### config.mk
export PLATFORM = sky130hd
export DESIGN_NAME = shared_timer_unit
export DESIGN_NICKNAME = d
export VERILOG_FILES = /design/src/rtl/stu_pkg.sv /design/src/rtl/stu_sync.sv /design/src/rtl/stu_timebase.sv /design/src/rtl/stu_wdog.sv /design/src/rtl/stu_channel.sv /design/src/rtl/shared_timer_unit.sv
export SDC_FILE = /design/constraint.sdc
export NUM_CORES = 1
export LEC_CHECK = 0
export ABC_CLOCK_PERIOD_IN_PS = 3800
export BUFFER_PORTS_ARGS = -buffer_cell sky130_fd_sc_hd__buf_2
export CAP_MARGIN = 15
export CORE_ASPECT_RATIO = 1.5
export CORE_MARGIN = 10
export CORE_UTILIZATION = 50
export DETAILED_ROUTE_END_ITERATION = 12
export PLACE_DENSITY = 0.71
export SLEW_MARGIN = 10
export SYNTH_ARGS = -nofsm -noshare
export SYNTH_HDL_FRONTEND = slang
export SYNTH_SLANG_ARGS = --single-unit
### constraint.sdc
create_clock -name clk -period 3.8 [get_ports clk]
set_clock_uncertainty 0.05 [all_clocks]
set_input_delay 0.76 -clock clk [delete_from_list [all_inputs] [get_ports clk]]
set_output_delay 0.76 -clock clk [all_outputs]
set_load 0.02 [all_outputs]
### src/rtl/stu_pkg.sv
package stu_pkg;
    typedef enum logic [2:0] {
        SRC_DIV4  = 3'd0,
        SRC_DIV12 = 3'd1,
        SRC_T0    = 3'd2,
        SRC_EXT   = 3'd3,
        SRC_SYS   = 3'd4,
        SRC_OSC8  = 3'd5,
        SRC_RTC8  = 3'd6,
        SRC_HOLD  = 3'd7
    } src_e;

    typedef enum logic [1:0] {
        WD_OFF   = 2'd0,
        WD_ARMED = 2'd1,
        WD_NEAR  = 2'd2,
        WD_FIRED = 2'd3
    } wd_state_e;

    localparam int A_CTRL  = 0;
    localparam int A_WDC   = 1;
    localparam int A_OFS   = 2;
    localparam int A_CLO   = 3;
    localparam int A_CHI   = 4;
    localparam int CH_BASE = 16;
    localparam int CTRL_OVF_BIT = 4;
endpackage

### src/rtl/stu_sync.sv
module stu_sync #(
    parameter int STAGES = 2
) (
    input  logic clk,
    input  logic rst_n,
    input  logic d,
    output logic rise
);
    logic [STAGES:0] sh;

    always_ff @(posedge clk or negedge rst_n) begin
        if (!rst_n) sh <= '0;
        else        sh <= {sh[STAGES-1:0], d};
    end

    assign rise = sh[STAGES-1] & ~sh[STAGES];
endmodule

### src/rtl/stu_timebase.sv
module stu_timebase
    import stu_pkg::*;
#(
    parameter int SYNC  = 2,
    parameter int DIV_A = 4,
    parameter int DIV_B = 12,
    parameter int DIV_C = 8
) (
    input  logic clk,
    input  logic rst_n,
    input  src_e sel,
    input  logic osc_in,
    input  logic rtc_in,
    input  logic t0_ovf,
    input  logic cnt_in,
    output logic tick
);
    localparam int AW = $clog2(DIV_A);
    localparam int BW = $clog2(DIV_B);
    localparam int CW = $clog2(DIV_C);

    logic [AW-1:0] div_a;
    logic [BW-1:0] div_b;
    logic [CW-1:0] div_osc, div_rtc;
    logic [3:0]    raw, rise;
    logic          st_a, st_b, st_osc, st_rtc;

    assign raw = {cnt_in, t0_ovf, rtc_in, osc_in};

    for (genvar i = 0; i < 4; i++) begin : g_sync
        stu_sync #(.STAGES(SYNC)) u_sync (
            .clk (clk), .rst_n(rst_n), .d(raw[i]), .rise(rise[i])
        );
    end

    assign st_a   = (div_a == AW'(DIV_A - 1));
    assign st_b   = (div_b == BW'(DIV_B - 1));
    assign st_osc = rise[0] && (div_osc == CW'(DIV_C - 1));
    assign st_rtc = rise[1] && (div_rtc == CW'(DIV_C - 1));

    always_ff @(posedge clk or negedge rst_n) begin
        if (!rst_n) begin
            div_a   <= '0;
            div_b   <= '0;
            div_osc <= '0;
            div_rtc <= '0;
        end else begin
            div_a <= st_a ? '0 : div_a + 1'b1;
            div_b <= st_b ? '0 : div_b + 1'b1;
            if (rise[0]) div_osc <= st_osc ? '0 : div_osc + 1'b1;
            if (rise[1]) div_rtc <= st_rtc ? '0 : div_rtc + 1'b1;
        end
    end

    always_comb begin
        unique case (sel)
            SRC_DIV4:  tick = st_a;
            SRC_DIV12: tick = st_b;
            SRC_T0:    tick = rise[2];
            SRC_EXT:   tick = rise[3];
            SRC_SYS:   tick = 1'b1;
            SRC_OSC8:  tick = st_osc;
            SRC_RTC8:  tick = st_rtc;
            default:   tick = 1'b0;
        endcase
    end
endmodule

### src/rtl/stu_wdog.sv
module stu_wdog
    import stu_pkg::*;
#(
    parameter int CW = 16
) (
    input  logic          clk,
    input  logic          rst_n,
    input  logic          en,
    input  logic          feed,
    input  logic [CW-1:0] cnt,
    input  logic [CW-1:0] cmp,
    output logic          fire
);
    localparam int HW = CW / 2;

    wd_state_e st, nxt;
    logic hi_eq, lo_eq;

    assign hi_eq = (cnt[CW-1:HW] == cmp[CW-1:HW]);
    assign lo_eq = (cnt[HW-1:0]  == cmp[HW-1:0]);

    // state register
    always_ff @(posedge clk or negedge rst_n) begin
        if (!rst_n) st <= WD_ARMED;
        else        st <= nxt;
    end

    // next state
    always_comb begin
        nxt = st;
        unique case (st)
            WD_OFF:   if (en) nxt = WD_ARMED;
            WD_ARMED: if (!en) nxt = WD_OFF;
                      else if (feed) nxt = WD_ARMED;
                      else if (hi_eq) nxt = WD_NEAR;
            WD_NEAR:  if (!en) nxt = WD_OFF;
                      else if (feed) nxt = WD_ARMED;
                      else if (lo_eq) nxt = WD_FIRED;
            WD_FIRED: if (!en) nxt = WD_OFF;
                      else if (feed) nxt = WD_ARMED;
            default:  nxt = WD_OFF;
        endcase
    end

    // outputs
    always_comb begin
        fire = (st == WD_FIRED) && en;
    end
endmodule

### src/rtl/stu_channel.sv
module stu_channel #(
    parameter int            CW      = 16,
    parameter logic [CW-1:0] RST_VAL = '0
) (
    input  logic            clk,
    input  logic            rst_n,
    input  logic            block,
    input  logic            cap_rise,
    input  logic            inc,
    input  logic [CW-1:0]   cnt_q,
    input  logic [CW-1:0]   cnt_nxt,
    input  logic [CW/2-1:0] wdata,
    input  logic [CW/2-1:0] hi_data,
    input  logic            we_mode,
    input  logic            we_flag,
    input  logic            we_lo,
    input  logic            we_hi,
    output logic [1:0]      mode,
    output logic            flag,
    output logic [CW-1:0]   val
);
    localparam int HW = CW / 2;

    logic cap, hit;

    assign cap = !block && mode[0] && cap_rise;
    assign hit = !block && mode[1] && inc && (cnt_nxt == val);

    always_ff @(posedge clk or negedge rst_n) begin
        if (!rst_n) begin
            mode <= '0;
            flag <= 1'b0;
            val  <= RST_VAL;
        end else begin
            if (we_mode) mode <= wdata[1:0];
            if (cap || hit)              flag <= 1'b1;
            else if (we_flag && !wdata[0]) flag <= 1'b0;
            if (cap)        val <= cnt_q;
            else begin
                if (we_lo) val[HW-1:0]  <= wdata;
                if (we_hi) val[CW-1:HW] <= hi_data;
            end
        end
    end
endmodule

### src/rtl/shared_timer_unit.sv
module shared_timer_unit
    import stu_pkg::*;
#(
    parameter int CW         = 16,
    parameter int NCH        = 6,
    parameter int AW         = 6,
    parameter int SYNC       = 2,
    parameter int DIV_A      = 4,
    parameter int DIV_B      = 12,
    parameter int DIV_C      = 8,
    parameter int WD_LO_RST  = 255,
    parameter int WD_OFS_RST = 1
) (
    input  logic            clk,
    input  logic            rst_n,
    input  logic            osc_in,
    input  logic            rtc_in,
    input  logic            t0_ovf,
    input  logic            cnt_in,
    input  logic [NCH-1:0]  ch_in,
    input  logic            reg_we,
    input  logic [AW-1:0]   reg_addr,
    input  logic [CW/2-1:0] reg_wdata,
    output logic [CW/2-1:0] reg_rdata,
    output logic [NCH-1:0]  ch_out,
    output logic            wd_reset_req
);
    localparam int HW   = CW / 2;
    localparam int WDCH = NCH - 1;

    logic          run_q, ovf_q, wden_q, tick, inc;
    src_e          src_q;
    logic [HW-1:0] ofs_q;
    logic [CW-1:0] cnt_q, cnt_nxt;
    logic          we_ctrl, we_wdc, we_ofs, we_clo, we_chi, cnt_we;

    logic [1:0]    ch_mode [NCH];
    logic [CW-1:0] ch_val  [NCH];
    logic [NCH-1:0] ch_flag, cap_rise;

    assign we_ctrl = reg_we && (reg_addr == AW'(A_CTRL));
    assign we_wdc  = reg_we && (reg_addr == AW'(A_WDC));
    assign we_ofs  = reg_we && (reg_addr == AW'(A_OFS));
    assign we_clo  = reg_we && (reg_addr == AW'(A_CLO));
    assign we_chi  = reg_we && (reg_addr == AW'(A_CHI));
    assign cnt_we  = we_clo || we_chi;
    assign cnt_nxt = cnt_q + 1'b1;
    assign inc     = run_q && tick && !cnt_we;

    stu_timebase #(.SYNC(SYNC), .DIV_A(DIV_A), .DIV_B(DIV_B), .DIV_C(DIV_C)) u_tb (
        .clk(clk), .rst_n(rst_n), .sel(src_q), .osc_in(osc_in), .rtc_in(rtc_in),
        .t0_ovf(t0_ovf), .cnt_in(cnt_in), .tick(tick)
    );

    always_ff @(posedge clk or negedge rst_n) begin
        if (!rst_n) begin
            run_q  <= 1'b1;
            src_q  <= SRC_DIV4;
            ovf_q  <= 1'b0;
            wden_q <= 1'b1;
            ofs_q  <= HW'(WD_OFS_RST);
            cnt_q  <= '0;
        end else begin
            if (we_ctrl && !wden_q) begin
                run_q <= reg_wdata[0];
                src_q <= src_e'(reg_wdata[3:1]);
            end
            if (inc && (cnt_q == '1))                    ovf_q <= 1'b1;
            else if (we_ctrl && !reg_wdata[CTRL_OVF_BIT]) ovf_q <= 1'b0;
            if (we_wdc) wden_q <= reg_wdata[0];
            if (we_ofs) ofs_q  <= reg_wdata;
            if (we_clo)      cnt_q[HW-1:0]  <= reg_wdata;
            else if (we_chi) cnt_q[CW-1:HW] <= reg_wdata;
            else if (inc)    cnt_q          <= cnt_nxt;
        end
    end

    for (genvar n = 0; n < NCH; n++) begin : g_ch
        localparam logic [CW-1:0] RV = (n == WDCH) ? CW'(WD_LO_RST) : '0;
        logic sel_n, is_wd, feed_n;
        logic [HW-1:0] hi_d;

        assign sel_n  = reg_we && (reg_addr[AW-1:2] == (AW-2)'(CH_BASE / 4 + n));
        assign is_wd  = (n == WDCH) && wden_q;
        assign feed_n = is_wd && sel_n && (reg_addr[1:0] == 2'd3);
        assign hi_d   = feed_n ? (cnt_q[CW-1:HW] + ofs_q) : reg_wdata;

        stu_sync #(.STAGES(SYNC)) u_cs (
            .clk(clk), .rst_n(rst_n), .d(ch_in[n]), .rise(cap_rise[n])
        );

        stu_channel #(.CW(CW), .RST_VAL(RV)) u_ch (
            .clk(clk), .rst_n(rst_n), .block(is_wd), .cap_rise(cap_rise[n]),
            .inc(inc), .cnt_q(cnt_q), .cnt_nxt(cnt_nxt), .wdata(reg_wdata),
            .hi_data(hi_d),
            .we_mode(sel_n && (reg_addr[1:0] == 2'd0) && !is_wd),
            .we_flag(sel_n && (reg_addr[1:0] == 2'd1)),
            .we_lo(sel_n && (reg_addr[1:0] == 2'd2)),
            .we_hi(sel_n && (reg_addr[1:0] == 2'd3)),
            .mode(ch_mode[n]), .flag(ch_flag[n]), .val(ch_val[n])
        );
    end

    logic wd_feed;
    assign wd_feed = g_ch[WDCH].feed_n;

    stu_wdog #(.CW(CW)) u_wd (
        .clk(clk), .rst_n(rst_n), .en(wden_q), .feed(wd_feed),
        .cnt(cnt_q), .cmp(ch_val[WDCH]), .fire(wd_reset_req)
    );

    assign ch_out = ch_flag;

    always_comb begin
        reg_rdata = '0;
        case (reg_addr)
            AW'(A_CTRL): reg_rdata = HW'({ovf_q, src_q, run_q});
            AW'(A_WDC):  reg_rdata = HW'(wden_q);
            AW'(A_OFS):  reg_rdata = ofs_q;
            AW'(A_CLO):  reg_rdata = cnt_q[HW-1:0];
            AW'(A_CHI):  reg_rdata = cnt_q[CW-1:HW];
            default: begin
                for (int n = 0; n < NCH; n++) begin
                    if (reg_addr[AW-1:2] == (AW-2)'(CH_BASE / 4 + n)) begin
                        case (reg_addr[1:0])
                            2'd0:    reg_rdata = HW'(ch_mode[n]);
                            2'd1:    reg_rdata = HW'(ch_flag[n]);
                            2'd2:    reg_rdata = ch_val[n][HW-1:0];
                            default: reg_rdata = ch_val[n][CW-1:HW];
                        endcase
                    end
                end
            end
        endcase
    end
endmodule

Word-level counts from Yosys, hierarchy flattened
Cells that the tools add are included.

word-level totals
  latch bits = 0
  register bits = 188
  input port bits = 27
  ROM bits = 0
  memories kept = 0
  output and inout port bits = 15
  RAM bits = 0
  word-level logic and storage cells = 289

operators by class
  equal/unequal tests = 40
  order comparisons = 0
  shifts and indexed selects = 0
  multipliers = 0
  add/subtract/negate cells = 6
  divide/modulo/power cells = 0
  mux-type cells = 65
  reduce and logical (&&, ||, !) cells = 111
  bitwise logic cells = 21

operators by type and width
  cell                   count
  $mux 8                 22
  $pmux 8 s3             6
  $mux 16                7
  $eq 16x16->1           6
  $logic_and 1x1->1      72
  $reduce_bool 2->1      21
  $pmux 8 s5             1
  $mux 2                 10
  $add 16x1->16 const B  1
  $eq 16x16->1 const B   1
  $eq 4x3->1 const B     4
  $eq 8x8->1             2
  $eq 3x3->1 const B     5
  $mux 1                 14
  $eq 4x4->1 const B     3
  $eq 6x2->1 const B     2
  $not 1->1              11
  $and 1x1->1            10
  $eq 2x2->1 const B     5
  $add 8x8->8            1
  $ne 4x3->1 const B     2
  $pmux 2 s4             1
  $logic_or 1x1->1       7
  $pmux 1 s7             1
  18 further kinds       28

Depth between registers and ports, before layout
  depth after elaboration = 10
  mapped depth = 11
  mapped depth without buffers = 10

Hierarchy
From an unflattened synthesis, not the netlist that was laid out.

second synthesis, totals
  cells, all modules = 1147
  area, all modules = 11414.7 um^2

by module, submodules not included
  module                          instances  area an instance (um^2)  cells an instance  sequential area each (um^2)
  stu_channel (g_ch[0].u_ch ...)  5          1026.0                   100                475.5
  shared_timer_unit               1          3508.4                   428                754.5
  stu_channel (g_ch[5].u_ch)      1          1036.0                   100                485.5
  stu_sync                        10         88.8                     4                  75.1
  stu_timebase                    1          579.3                    48                 300.3
  stu_wdog                        1          272.8                    31                 51.3

Worst setup path after synthesis
Ideal clock, no wire load.

  path type = in2out
  from = in reg_addr[1]
  to = out reg_rdata[1]
  required time = 2.990 ns
  arrival time = 2.275 ns
  stages on the path = 9
  buffers on the path = 3
  path slack = 0.715 ns
  cell sequence = buf_4 -> buf_2 -> clkbuf_1 -> a22oi_1 -> nor2_1 -> a21oi_1 -> o211ai_1 -> a21oi_1 -> o21ai_0

between the ends
  cells in the longest elaborated chain, start to end = 9

RTL lines
  what                                      line                      RTL
  start: declaration                        shared_timer_unit.sv:22   input logic [AW-1:0] reg_addr,
  $eq 2x2->1, or another cell as far along  shared_timer_unit.sv:125  case (reg_addr[1:0])
  $pmux 8 s3                                shared_timer_unit.sv:125
  $mux 8 (6 in a row)                       shared_timer_unit.sv:124  if (reg_addr[AW-1:2] == (AW-2)'(CH_BASE / 4 + n)) begin
  $pmux 8 s5 *                              shared_timer_unit.sv:116  case (reg_addr)
  end: declaration                          shared_timer_unit.sv:24   output logic [CW/2-1:0] reg_rdata,

Mark *: on every way between the ends. The rest lies on a longest branch, timed or not.

Final worst setup path
  from = in reg_addr[0]
  to = out reg_rdata[3]

Same word-level chain as after synthesis.

==> metrics.txt <==
Synth Area in Adders 1.60%; mux cell area share after synthesis 15.9%; top_reg_cell synth dfrtp_1; dpl hpwl 31300 µm; status finished clean; sequential cell area 4720 µm²; Max IR drop VDD 0.000369 V; max cap viols 0; CP Max Fanout 12; CTS Sinks 188; Placement Setup Slack 0.492 ns; fin worst setup slack 0.446 ns; Placer Congestion 0.999; Ports 42; Cell Pwr Density 646 nW/µm²; Synth Area in Compound Gates 12.6%; fin. max-slew vios 0; first-pass GRT wire length 64400 µm; post-synth top area share 36.1%; DRC marker count from the first detailed-route iteration 1161; worst endpoint data arrival time 2.54 ns; ys async rst share 100%; multi-input logic area 6960 µm²; core area 23800 µm²; data required time of the worst path 2.99 ns; gr usage total 27.2%; gr ovfl total 0; via count 10.2k; Die Span X 147 µm; DRT Pass-1 Iters 7; fill count 2126; Port Buffers 41; H-tree levels 4; vias in the first global route 10.3k; DR WL/cell 26.0 µm; Final setup viols 0; Hold Slack 0.226 ns; final net count 1335; syn avg cell area 9.56 µm²; crit end category output pin; worst-case clock buffer depth 2; share of post-route cells with drive strength above 1 17.5%; Setup TNS Final 0 ns; area of all placed cells without fillers 13400 µm²; PostCTS Resize Cnt 0; Detail Route Antenna Nets 0; Hold Path Class in2async; initial antenna violation count 0; relative slew slack 32.2%; routed vias/inst 6.29; area delta synth->final 10.1%; RSZ-0062 raised after global routing false; area post-placement 12800 µm²; actual slew at the worst max-slew pin 1.02 ns; cell with the most instances after synthesis dfrtp_1; Routed WL 42200 µm; commonest cells in the netlist dfrtp_1, nor2_1, a21oi_1; Yosys cell types 75; CTS tree yes; Synthesis Warnings 0; Startpoint Class primary input; largest net degree at the start of global routing 82; period utilization 88.3%; post-synthesis sequential area ratio 38.7%; simple-gate share of the synthesized area 16.8%; die area 31200 µm²; Skew-Pair Late Insertion Delay 0.46 ns; hold buffer count at cts 0; top cell type by total area after synthesis dfrtp_1; register bit count reported by yosys 188; Root Buffer clkbuf_16; fin crit period 3.35 ns; Post-synth EDFFs 0; ant diodes 0; DRC violations left 0; Initial Util 51.2%; synth top area cells dfrtp_1, mux2i_1, a21oi_1; fmax 0.298 GHz; Worst-path clk slew 0.07 ns; syn nets 1317; final hold viol count 0; Syn Inst Count 1275; Inserted Clock Buffers 17; Post-Synth XOR/XNOR Area 10.2%; Core Rows 69; Setup CP Type in2out; Static Leak 5.50 nW; # Post-CTS Setup Buffers 0; largest family of logic cells by synthesized area simple AND/OR/NAND/NOR gates; mapped cell area 12200 µm²; chip height 211 µm
## path summary, 6_finish.rpt
| path | start | cells after the start | endpoint | slack, ns |
|---|---|---|---|---|
| max | reg_addr[0] | 6 | reg_rdata[3] | 0.45 |
| min | rst_n | 1 | u_tb.g_sync[0].u_sync.sh[2] | 0.23 |
| max reg2reg | cnt_q[3] | 7 | g_ch[5].u_ch.flag | 0.61 |
| min reg2reg | g_ch[1].u_cs.sh[0] | 0 | g_ch[1].u_cs.sh[1] | 0.30 |
| max in group asynchronous | rst_n | 2 | g_ch[5].u_ch.val[2] | 2.62 |
| min in group clk | g_ch[1].u_cs.sh[0] | 0 | g_ch[1].u_cs.sh[1] | 0.30 |
## placed cells by master (no fill, tap or decap), types with 34 or more instances in the layout
cell type	netlist	routed
nand3_1	34	34
buf_2	20	40
nor2_1	149	149
mux2i_1	117	117
dfrtp_1	176	176
buf_4	13	58
a21oi_1	138	138
xor2_1	59	59
xnor2_1	75	75
nand2_1	69	69
mux2_2	36	36
## cells by family after synthesis
kind of cell,after synthesis
AND/OR/NAND/NOR,394
AO/OA/AOI/OAI,255
flip-flops,188
multiplexers,169
XOR/XNOR,138
buffers and inverters,116
adder cells (fa/ha/maj),15
## report_power, final
| group | switching, mW | total (mW) | internal (mW) | leakage [nW] |
|---|---|---|---|---|
| sequential | 0.973 | 3.60 | 2.63 | 2.15 |
| combinational | 1.77 | 3.27 | 1.49 | 3.07 |
| clock | 0.926 | 1.81 | 0.880 | 0.282 |
## flip-flops by register name, summed over array words and instances, names as in the netlist
name,cells
g_ch.u_ch.val,96
g_ch.u_cs.sh,18
cnt_q,16
g_ch.u_ch.mode,12
u_tb.g_sync.u_sync.sh,12
ofs_q,8
g_ch.u_ch.flag,6
u_tb.div_b,4
src_q,3
u_tb.div_osc,3
u_tb.div_rtc,3
u_tb.div_a,2
u_wd.st,2
g_ch.is_wd,1
ovf_q,1
run_q,1
## layout make-up
| type | instances | area share (%) |
|---|---|---|
| multi-input cells | 971 | 51.9 |
| well taps | 319 | 2.97 |
| repair buffers | 103 | 5.36 |
| inverters | 12 | 0.336 |
| flip-flops and latches | 188 | 35.2 |
| clock inverters | 14 | 1.12 |
| clock buffers | 18 | 3.20 |
## per-layer routing
layer,track usage (%),share of wire (%),wire length [µm]
met1,30.6,36,15200
met5,0,0,0
met4,21.1,8.7,3660
met3,3.90,6.1,2590
met2,45.7,49,20700
## worst max-delay path: stages
cell,delay (ns)
buf_2,0.18
buf_4,0.27
mux4_2,0.53
a221oi_1,0.36
o211ai_1,0.22
buf_2,0.21
## metrics by stage
stage	cells	power (mW)	utilization [%]
finish	1625	8.67	56.3
global route	1625	9.08	56.3
CTS	1623	8.63	56.2
detailed placement	1591	6.83	53.8
global placement	1591	6.75	53.8
floorplan	1275	5.65	-
Note: power is estimated with default switching activity, not from simulation.
